### src/rtl/pvic_pkg.sv
package pvic_pkg;
  localparam int LEVELS = 8;
  localparam int PRIO_W = $clog2(LEVELS);

  typedef logic [PRIO_W-1:0] prio_t;

  typedef struct packed {
    logic  valid;
    prio_t lvl;
  } lvl_t;

  // active transition detector: pol=1 rising, pol=0 falling
  function automatic logic edge_hit(logic pol, logic now, logic was);
    return pol ? (now & ~was) : (~now & was);
  endfunction

  // active level detector: pol=1 high, pol=0 low
  function automatic logic level_hit(logic pol, logic now);
    return pol ? now : ~now;
  endfunction

  // highest level currently marked in service
  function automatic lvl_t top_level(logic [LEVELS-1:0] isr);
    lvl_t r;
    r = '0;
    for (int l = 0; l < LEVELS; l++) begin
      if (isr[l]) begin
        r.valid = 1'b1;
        r.lvl   = prio_t'(l);
      end
    end
    return r;
  endfunction
endpackage

### src/rtl/pvic_src_cell.sv
module pvic_src_cell
  import pvic_pkg::*;
(
  input  logic  clk_i,
  input  logic  rst_ni,
  input  logic  src_i,
  input  logic  cfg_we_i,
  input  logic  cfg_en_i,
  input  logic  cfg_edge_i,
  input  logic  cfg_pol_i,
  input  prio_t cfg_prio_i,
  input  logic  ack_i,
  output logic  pend_o,
  output prio_t prio_o
);
  logic  en_q, edge_q, pol_q, prev_q, latch_q;
  prio_t prio_q;
  logic  edge_seen;

  assign edge_seen = en_q & edge_q & edge_hit(pol_q, src_i, prev_q);

  always_ff @(posedge clk_i or negedge rst_ni) begin
    if (!rst_ni) begin
      en_q    <= 1'b0;
      edge_q  <= 1'b0;
      pol_q   <= 1'b1;
      prio_q  <= '0;
      prev_q  <= 1'b0;
      latch_q <= 1'b0;
    end else begin
      prev_q <= src_i;
      if (cfg_we_i) begin
        en_q    <= cfg_en_i;
        edge_q  <= cfg_edge_i;
        pol_q   <= cfg_pol_i;
        prio_q  <= cfg_prio_i;
        latch_q <= 1'b0;
      end else if (edge_seen) begin
        latch_q <= 1'b1;
      end else if (ack_i) begin
        latch_q <= 1'b0;
      end
    end
  end

  assign pend_o = en_q & (edge_q ? latch_q : level_hit(pol_q, src_i));
  assign prio_o = prio_q;

  // acknowledge without a fresh edge empties the latch
  assert_ack_clears_latch_R7: assert property (@(posedge clk_i) disable iff (!rst_ni)
    (ack_i && !edge_seen) |=> !latch_q);
  // a latched edge stays until acknowledge or reconfiguration
  assert_latch_holds_R5: assert property (@(posedge clk_i) disable iff (!rst_ni)
    (latch_q && !ack_i && !cfg_we_i) |=> latch_q);
  // configuration write empties the latch
  assert_cfg_clears_latch_R10: assert property (@(posedge clk_i) disable iff (!rst_ni)
    cfg_we_i |=> !latch_q);
endmodule

### src/rtl/pvic_arbiter.sv
module pvic_arbiter
  import pvic_pkg::*;
#(
  parameter int NSRC  = 8,
  parameter int IDX_W = $clog2(NSRC)
) (
  input  logic                   clk_i,
  input  logic                   rst_ni,
  input  logic [NSRC-1:0]        elig_i,
  input  prio_t [NSRC-1:0]       prio_i,
  output logic                   win_valid_o,
  output logic [IDX_W-1:0]       win_idx_o,
  output prio_t                  win_prio_o
);
  typedef struct packed {
    logic             valid;
    logic [IDX_W-1:0] idx;
    prio_t            prio;
  } win_t;

  // descending scan with >= leaves the lowest index among equal levels
  function automatic win_t pick(logic [NSRC-1:0] el, prio_t [NSRC-1:0] pr);
    win_t w;
    w = '0;
    for (int i = NSRC - 1; i >= 0; i--) begin
      if (el[i] && (!w.valid || pr[i] >= w.prio)) begin
        w.valid = 1'b1;
        w.idx   = IDX_W'(i);
        w.prio  = pr[i];
      end
    end
    return w;
  endfunction

  win_t win;
  assign win         = pick(elig_i, prio_i);
  assign win_valid_o = win.valid;
  assign win_idx_o   = win.idx;
  assign win_prio_o  = win.prio;

  // the winner is itself eligible and carries its own level
  assert_winner_eligible_R6: assert property (@(posedge clk_i) disable iff (!rst_ni)
    win_valid_o |-> (elig_i[win_idx_o] && prio_i[win_idx_o] == win_prio_o));
  // no eligible source means no winner
  assert_no_winner_R9: assert property (@(posedge clk_i) disable iff (!rst_ni)
    (elig_i == '0) |-> !win_valid_o);
endmodule

### src/rtl/pvic_level_stack.sv
module pvic_level_stack
  import pvic_pkg::*;
(
  input  logic  clk_i,
  input  logic  rst_ni,
  input  logic  push_i,
  input  prio_t push_lvl_i,
  input  logic  pop_i,
  output logic  cur_valid_o,
  output prio_t cur_lvl_o
);
  logic [LEVELS-1:0] isr_q, isr_n;
  lvl_t top;

  assign top = top_level(isr_q);

  always_comb begin
    isr_n = isr_q;
    if (pop_i && top.valid) isr_n[top.lvl] = 1'b0;
    if (push_i) isr_n[push_lvl_i] = 1'b1;
  end

  always_ff @(posedge clk_i or negedge rst_ni) begin
    if (!rst_ni) isr_q <= '0;
    else         isr_q <= isr_n;
  end

  assign cur_valid_o = top.valid;
  assign cur_lvl_o   = top.lvl;

  // an acknowledged level is in service afterwards
  assert_push_marks_R7: assert property (@(posedge clk_i) disable iff (!rst_ni)
    push_i |=> isr_q[$past(push_lvl_i)]);
  // end of interrupt retires exactly one level
  assert_pop_one_R8: assert property (@(posedge clk_i) disable iff (!rst_ni)
    (pop_i && !push_i && top.valid) |=> ($countones(isr_q) == $countones($past(isr_q)) - 1));
endmodule

### src/rtl/pvic_top.sv
module pvic_top
  import pvic_pkg::*;
#(
  parameter int NSRC  = 8,
  parameter int IDX_W = $clog2(NSRC),
  parameter int VEC_W = $clog2(NSRC + 1)
) (
  input  logic             clk_i,
  input  logic             rst_ni,
  input  logic [NSRC-1:0]  src_i,
  input  logic             fiq_pin_i,
  input  logic             cfg_we_i,
  input  logic [IDX_W-1:0] cfg_idx_i,
  input  logic             cfg_en_i,
  input  logic             cfg_edge_i,
  input  logic             cfg_pol_i,
  input  logic [2:0]       cfg_prio_i,
  input  logic             vec_rd_i,
  input  logic             eoi_i,
  output logic [VEC_W-1:0] vec_o,
  output logic             irq_o,
  output logic             fiq_o
);
  localparam logic [VEC_W-1:0] SPURIOUS = VEC_W'(NSRC);

  logic [NSRC-1:0]  pend, elig;
  prio_t [NSRC-1:0] prio;
  logic             sel_valid, vec_ack, cur_valid;
  logic [IDX_W-1:0] sel_idx;
  prio_t            sel_prio, cur_lvl;
  logic             irq_q, fiq_q;

  assign vec_ack = vec_rd_i & sel_valid;

  for (genvar g = 0; g < NSRC; g++) begin : g_src
    pvic_src_cell u_cell (
      .clk_i      (clk_i),
      .rst_ni     (rst_ni),
      .src_i      (src_i[g]),
      .cfg_we_i   (cfg_we_i && (cfg_idx_i == IDX_W'(g))),
      .cfg_en_i   (cfg_en_i),
      .cfg_edge_i (cfg_edge_i),
      .cfg_pol_i  (cfg_pol_i),
      .cfg_prio_i (prio_t'(cfg_prio_i)),
      .ack_i      (vec_ack && (sel_idx == IDX_W'(g))),
      .pend_o     (pend[g]),
      .prio_o     (prio[g])
    );
    assign elig[g] = pend[g] & (!cur_valid || (prio[g] > cur_lvl));
  end

  pvic_arbiter #(.NSRC(NSRC), .IDX_W(IDX_W)) u_arb (
    .clk_i       (clk_i),
    .rst_ni      (rst_ni),
    .elig_i      (elig),
    .prio_i      (prio),
    .win_valid_o (sel_valid),
    .win_idx_o   (sel_idx),
    .win_prio_o  (sel_prio)
  );

  pvic_level_stack u_stack (
    .clk_i       (clk_i),
    .rst_ni      (rst_ni),
    .push_i      (vec_ack),
    .push_lvl_i  (sel_prio),
    .pop_i       (eoi_i),
    .cur_valid_o (cur_valid),
    .cur_lvl_o   (cur_lvl)
  );

  always_ff @(posedge clk_i or negedge rst_ni) begin
    if (!rst_ni) begin
      irq_q <= 1'b0;
      fiq_q <= 1'b0;
    end else begin
      irq_q <= |elig;
      fiq_q <= fiq_pin_i;
    end
  end

  assign irq_o = irq_q;
  assign fiq_o = fiq_q;
  assign vec_o = sel_valid ? VEC_W'(sel_idx) : SPURIOUS;

  // fast request is a one-cycle copy of its pin
  assert_fiq_follows_pin_R2: assert property (@(posedge clk_i) disable iff (!rst_ni)
    fiq_pin_i |=> fiq_o);
  assert_fiq_quiet_pin_R2: assert property (@(posedge clk_i) disable iff (!rst_ni)
    !fiq_pin_i |=> !fiq_o);
  // nothing pending, no normal request next cycle
  assert_irq_needs_pending_R3: assert property (@(posedge clk_i) disable iff (!rst_ni)
    (pend == '0) |=> !irq_o);
  // a winner always lies above the level in service
  assert_strict_preempt_R7: assert property (@(posedge clk_i) disable iff (!rst_ni)
    (sel_valid && cur_valid) |-> (sel_prio > cur_lvl));
  // a read with the spurious code leaves the service state untouched
  assert_spurious_no_push_R9: assert property (@(posedge clk_i) disable iff (!rst_ni)
    (vec_rd_i && vec_o == SPURIOUS && !eoi_i) |=> ($stable(cur_valid) && $stable(cur_lvl)));
endmodule

### config.mk
export PLATFORM = sky130hd
export DESIGN_NAME = pvic_top
export DESIGN_NICKNAME = d
export VERILOG_FILES = /design/src/rtl/pvic_pkg.sv /design/src/rtl/pvic_src_cell.sv /design/src/rtl/pvic_arbiter.sv /design/src/rtl/pvic_level_stack.sv /design/src/rtl/pvic_top.sv
export SDC_FILE = /design/constraint.sdc
export NUM_CORES = 1
export LEC_CHECK = 0
export CELL_PAD_IN_SITES_DETAIL_PLACEMENT = 1
export CELL_PAD_IN_SITES_GLOBAL_PLACEMENT = 2
export CORE_UTILIZATION = 43
export CTS_CLUSTER_DIAMETER = 60
export DETAILED_ROUTE_END_ITERATION = 6
export PLACE_DENSITY_LB_ADDON = 0.1
export SLEW_MARGIN = 20
export SYNTH_ARGS = -nofsm -noshare
export SYNTH_HDL_FRONTEND = slang
export SYNTH_HIERARCHICAL = 1
export SYNTH_SLANG_ARGS = --single-unit
export TNS_END_PERCENT = 50
### constraint.sdc
create_clock -name clk_i -period 36.6 [get_ports clk_i]
set_clock_uncertainty 0.2 [all_clocks]
set_input_delay 5.49 -clock clk_i [delete_from_list [all_inputs] [get_ports clk_i]]
set_output_delay 5.49 -clock clk_i [all_outputs]
set_load 0.01 [all_outputs]
Word level (Yosys, flattened, before mapping)
Index checks and enable logic that the tools add are counted.
{"block": "totals", "output_inout_bits": 6, "ff_bits": 74, "input_bits": 23, "mem_count": 0, "ram_bits": 0, "mem_bits_ro": 0, "wordCells": 283, "latch_bits": 0}
{"block": "classes", "bitwise_logic": 68, "n_addsub": 0, "reduce_logical": 60, "shift": 0, "mux": 71, "div_mod_pow": 0, "eq_ne": 14, "order_cmp": 19, "mul": 0}
{"operator": "7-bit 2-to-1 mux", "count": 8}
{"operator": "1-bit 2-to-1 mux", "count": 50}
{"operator": "1-bit AND", "count": 49}
{"operator": "4-bit 2-to-1 mux", "count": 9}
{"operator": "1-bit logical AND", "count": 26}
{"operator": "3-bit == test, second input constant", "count": 8}
{"operator": "3-bit > comparator", "count": 8}
{"operator": "3-bit nonzero test", "count": 8}
{"operator": "3-bit >= comparator", "count": 7}
{"operator": "8-bit 2-to-1 mux", "count": 2}
{"operator": "1-bit NOT", "count": 16}
{"operator": "1-bit logical OR", "count": 15}
{"operator": "3-bit by 2-bit == test with 1-bit output, second input constant", "count": 4}
{"operator": "8-bit AND", "count": 1}
{"operator": "1-bit zero test", "count": 8}
{"operator": "3-bit by 4-bit less-than comparator with 1-bit output, second input constant", "count": 2}
{"operator": "8-bit NOT", "count": 1}
{"operator": "8-bit OR", "count": 1}
{"operator": "8-bit OR reduction", "count": 1}
{"operator": "1-bit demux with 3-bit select", "count": 2}
{"operator": "3-bit by 1-bit == test with 1-bit output, second input constant", "count": 2}
{"operator": "3-bit by 1-bit >= comparator with 1-bit output, second input constant", "count": 2}
{"operator": "3-bit zero test", "count": 2}

Longest topological paths before layout
{"block": "logic_depth", "word_depth": 46, "ltp_mapped": 59, "ltp_nobuf": 57}

Modules after synthesis
Netlist, hierarchy kept.
{"mod": "pvic_src_cell", "seq_area_each_um2": 201.4, "area_per_inst_um2": 336.6, "cells_each": 25, "instances": 8}
{"mod": "pvic_arbiter", "seq_area_each_um2": 0.0, "area_per_inst_um2": 1192.4, "cells_each": 160, "instances": 1}
{"mod": "pvic_top", "seq_area_each_um2": 50.0, "area_per_inst_um2": 867.1, "cells_each": 119, "instances": 1}
{"mod": "pvic_level_stack", "seq_area_each_um2": 200.2, "area_per_inst_um2": 430.4, "cells_each": 45, "instances": 1}

Worst setup path before layout
No wires, ideal clock.
{"block": "synth_timing", "path_kind": "input port to output port", "from": "in src_i[7]", "to": "out vec_o[2]", "n_path_buf": 2, "stages": 49, "arrival_time_ns": 15.264, "required_ns": 30.910, "path_slack_ns": 15.646, "cell_sequence": "xor2_1 > o21ai_0 > and2_1 > nand2_1 > a31oi_1 > buf_4 > nand2_1 > ha_1 > nand2_1 > o211ai_1 > nand2_1 > o21ai_0 > ha_1 > or3b_1 > and3_2 > a32o_1 > o21ai_1 > inv_1 > [13 not listed] > ha_1 > nand2b_1 > a21oi_1 > o21ai_1 > or3_4 > a211oi_2 > nor2_1 > ha_1 > a21o_1 > a211o_1 > and2_1 > o31ai_1 > ha_1 > a21o_1 > a211oi_1 > o2bb2ai_1 > nor4_1 > and2_1"}
{"block": "synth_via", "elab_chain_cells": 35, "word_cells_on_any_way": 42, "cone_classes": "7 x order compare; 11 x mux; 3 x bitwise; 21 x reduce/logical"}
{"item": "start: declaration", "line": "pvic_top.sv:10", "source": "input logic [NSRC-1:0] src_i,"}
{"item": "1-bit NOT", "line": "pvic_pkg.sv:19", "source": "return pol ? now : ~now;"}
{"item": "1-bit 2-to-1 mux (*)", "line": "pvic_pkg.sv:19"}
{"item": "1-bit 2-to-1 mux (*)", "line": "pvic_src_cell.sv:46", "source": "assign pend_o = en_q & (edge_q ? latch_q : level_hit(pol_q, src_i));"}
{"item": "1-bit AND (*)", "line": "pvic_src_cell.sv:46"}
{"item": "net pend[7]", "line": "pvic_top.sv:26", "source": "logic [NSRC-1:0] pend, elig;"}
{"item": "1-bit AND (*)", "line": "pvic_top.sv:49", "source": "assign elig[g] = pend[g] & (!cur_valid || (prio[g] > cur_lvl));"}
{"item": "net elig[7]", "line": "pvic_top.sv:26"}
{"item": "7-bit 2-to-1 mux (*)", "line": "pvic_arbiter.sv:26", "source": "if (el[i] && (!w.valid || pr[i] >= w.prio)) begin"}
{"item": "[22 not listed]"}
{"item": "1-bit logical AND", "line": "pvic_arbiter.sv:26"}
{"item": "7-bit 2-to-1 mux (*)", "line": "pvic_arbiter.sv:26"}
{"item": "3-bit >= comparator or 1-bit zero test (tied branches)", "line": "pvic_arbiter.sv:26"}
{"item": "1-bit logical OR", "line": "pvic_arbiter.sv:26"}
{"item": "1-bit logical AND", "line": "pvic_arbiter.sv:26"}
{"item": "7-bit 2-to-1 mux (*)", "line": "pvic_arbiter.sv:26"}
{"item": "net sel_idx[2]", "line": "pvic_top.sv:29", "source": "logic [IDX_W-1:0] sel_idx;"}
{"item": "4-bit 2-to-1 mux (*)", "line": "pvic_top.sv:84", "source": "assign vec_o = sel_valid ? VEC_W'(sel_idx) : SPURIOUS;"}
{"item": "end: declaration", "line": "pvic_top.sv:20", "source": "output logic [VEC_W-1:0] vec_o,"}
The timed path passes the listed nets; every way through them passes the cells marked *.

Final worst setup path
{"block": "layout_timing", "from": "in src_i[7]", "to": "out vec_o[1]"}
Same word-level chain as after synthesis.

==> flow_summary.yaml <==
routing:
  drt-vias-per-instance: 5.83
  drt-total-wl_um: 13600
  drtIter0Drc: 230
  detail-route-antenna-nets: 0
  drt-pass1-iter-count: 4
  drc: 0
  wl_per_cell_um: 19.4
  vias: 4081
clocking:
  cts_made_buffers: 9
  clock_sinks: 74
  cts.clk_slew.worst_paths_ns: 0.06
  h-tree-depth: 3
  cts-root-buf: "clkbuf_16"
  hold_buffers: 0
  post-cts-setup-buffer-count: 0
  clockBufferDepth: 2
  clkLatencyLatePin_ns: 0.34
  cts_tree: "yes"
  cts_resized: 0
final_layout:
  antennaDiodeCount: 0
  nets: 619
  drive_above_1_share_pct: 16.7
  nFillCells: 1306
  regArea_um2: 1860
  multi_input_area_um2: 3090
  layout_commonest_cell: "dfrtp_1"
  final_cell_mix: "dfrtp_1, nand2_1, ha_1"
  fin_cells: 700
  fin_util_pct: 50.5
  syn2layout_area_growth_pct: 12.7
worst_setup_path:
  cp-endpoint: "vec_o[1]"
  crit_cells: 51
  r2r_start: "u_stack/isr_q[5]$_DFF_PN0_"
  required_ns: 30.91
  r2r_end: "g_src[4].u_cell/latch_q$_DFFE_PN0P_"
  cp_max_fo: 14
  reg2regPathDepth: 54
  cp_top_family: "compound AO/OA/AOI/OAI gates"
  cp.arrival_ns: 18.25
  worst_path_largest_cell_delay_ns: 0.76
  rrSetupSlack_ns: 22.71
  cpMostUsedCell: "ha_1"
  startpoint_type: "input pin"
  cp-startpoint: "src_i[7]"
  cp-end-kind: "output port"
  path_class: "input pin to output port"
  cpMaxStageDelayCell: "a31oi_1"
  path_buf_inv: 3
timing:
  layout_worst_path_cycle_share_pct: 65.4
  final_hold_viol_count: 0
  rsz0062_at_grt: "false"
  finalCriticalPeriod_ns: 23.94
  max_freq_ghz: 0.0418
  drv_slew: 0
  slew_headroom_pct: 30.1
  setup_violations: 0
  setup_tns_ns: 0
  max_slew.worst_pin.slew_ns: 1.04
grt:
  gr-total-overflow: 0
  grt_pass1_wl_um: 23000
  grt_max_degree: 75
  grt_pass1_vias: 4406
  antenna_found_initial: 0
  track_usage_pct: 23.8
logic_synthesis:
  synth_cells: 524
  synth-seq-area-share_pct: 35.9
  synth_top_area_share_pct: 31.9
  yosys-top-cells-area: "dfrtp_1, ha_1, mux2_2"
  synth_edf_count: 0
  syn_area_um2: 5180
  syn_area_per_cell_um2: 9.89
  yosys_warnings: 6
  synth_seq_cells: 74
  synth_flop_cell: "dfrtp_1"
  syn_nets: 591
  synth_cell_types: 66
  ys_async_sr_fraction_pct: 100
  synth_top_area_cell: "dfrtp_1"
floorplan:
  coreArea_um2: 11600
  pin_count: 29
  dieArea_um2: 12500
  die_h_um: 112
  die_w_um: 112
  initial_utilization_pct: 44.8
  placementRows: 39
power:
  ir_drop_uv: 40.5
  p_total_w: 0.000575
  power_leakage_nw: 2.49
  powerDensity_nw_per_um2: 98.5
flow_run:
  cap_violations: 0
hold_path:
  hold_start: "g_src[1].u_cell/latch_q$_DFFE_PN0P_"
  hold_class: "register to register"
place:
  gp_congestion: 0.830
  dp.cells: 684
  port_buffers: 28
  dp_hpwl_um: 10400
status:
  outcome: "complete, no violations"
-- synth_stat cells, types with 3 or more instances --
| library cell | count |
|---|---|
| a21o_1 | 11 |
| nor2_1 | 35 |
| a32o_1 | 11 |
| nor2b_1 | 16 |
| nand3_1 | 4 |
| a31oi_1 | 6 |
| nor4_1 | 3 |
| o22ai_1 | 8 |
| buf_4 | 4 |
| o31ai_1 | 7 |
| inv_1 | 31 |
| buf_6 | 8 |
| a21oi_1 | 16 |
| o31a_1 | 4 |
| o2bb2ai_1 | 3 |
| mux2_2 | 43 |
| o21ai_0 | 21 |
| o211ai_1 | 4 |
| nand2_1 | 50 |
| nor3_1 | 8 |
| nand4_1 | 6 |
| ha_1 | 44 |
| o21ai_1 | 4 |
| nand3b_1 | 5 |
| dfstp_2 | 8 |
| a211oi_1 | 3 |
| o21a_1 | 5 |
| and2_1 | 14 |
| xor2_1 | 8 |
| dfrtp_1 | 66 |
| nand2b_1 | 22 |
| or2_2 | 3 |
-- worst min-delay path by stage --
stage / endpoint / slack, ns / depth (start not counted)
detailed placement: g_src[1].u_cell/latch_q$_DFFE_PN0P_ / 0.28 / 1
global route: g_src[0].u_cell/latch_q$_DFFE_PN0P_ / 0.33 / 1
floorplan: u_stack/isr_q[0]$_DFF_PN0_ / 0.27 / 2
global placement: g_src[2].u_cell/latch_q$_DFFE_PN0P_ / 0.27 / 1
CTS: g_src[1].u_cell/latch_q$_DFFE_PN0P_ / 0.30 / 1
finish: g_src[1].u_cell/latch_q$_DFFE_PN0P_ / 0.29 / 1
-- report_power, final --
part	total, W	switching [W]	internal, W
Sequential	0.000124	0.0000206	0.000104
Clock	0.0000904	0.0000354	0.0000550
Combinational	0.000360	0.000204	0.000157
Total	0.000575	0.000260	0.000315
-- state kept, by name (all words and copies together), names as in the netlist --
register,flops
g_src.u_cell/latch_q,8
g_src.u_cell/edge_q,8
g_src.u_cell/pol_q,8
u_stack/isr_q,8
g_src.u_cell/prev_q,8
g_src.u_cell/prio_o,24
g_src.u_cell/en_q,8
irq_o,1
fiq_o,1
-- worst reg2reg max path, delay by kind of cell (launching register included) --
family | cells | cell delay [ns]
adders and majority gates | 8 | 2.34
DFF | 1 | 0.48
and+or+nand+nor | 23 | 4.59
buffers and inverters | 2 | 0.17
AOI/OAI and AO/OA | 21 | 6.03
-- metal layers --
| layer | vias up | GRT usage (%) | wire (um) |
|---|---|---|---|
| met2 | 48 | 39.2 | 6380 |
| met5 | - | 0 | 0 |
| li1 | 1969 | - | - |
| met1 | 2045 | 31.3 | 6570 |
| met4 | 0 | 9.19 | 265 |
| met3 | 19 | 3.65 | 334 |
-- per-stage QoR --
stage	setup slack (ns)	hold slack, ns	cell area, um^2
after global routing	11.48	0.333	5840
after floorplan	15.65	0.265	5180
final	12.66	0.292	5840
after global placement	13.18	0.274	5530
after detailed placement	12.68	0.282	5530
after CTS	12.66	0.296	5840
-- area by class of cell --
cell class | instances | area share [%]
multi-input combinational | 406 | 52.8
clock buffer | 11 | 4.16
clock inverter | 5 | 1.07
tap | 143 | 3.06
inverter | 31 | 1.99
sequential | 74 | 31.9
timing repair buffer | 30 | 5.01
-- kinds of logic (layout without fill, tap and decap cells) --
family / after synthesis / in the layout / synth area share [%]
and+or+nand+nor: 181 / 181 / 19.1
AOI/OAI and AO/OA: 126 / 126 / 18.2
DFF: 74 / 74 / 35.9
muxes: 47 / 47 / 10.2
adders and majority gates: 44 / 44 / 10.6
buffers and inverters: 44 / 77 / 4.64
xor gates and xnor gates: 8 / 8 / 1.35
(Power assumes the default switching activity.)
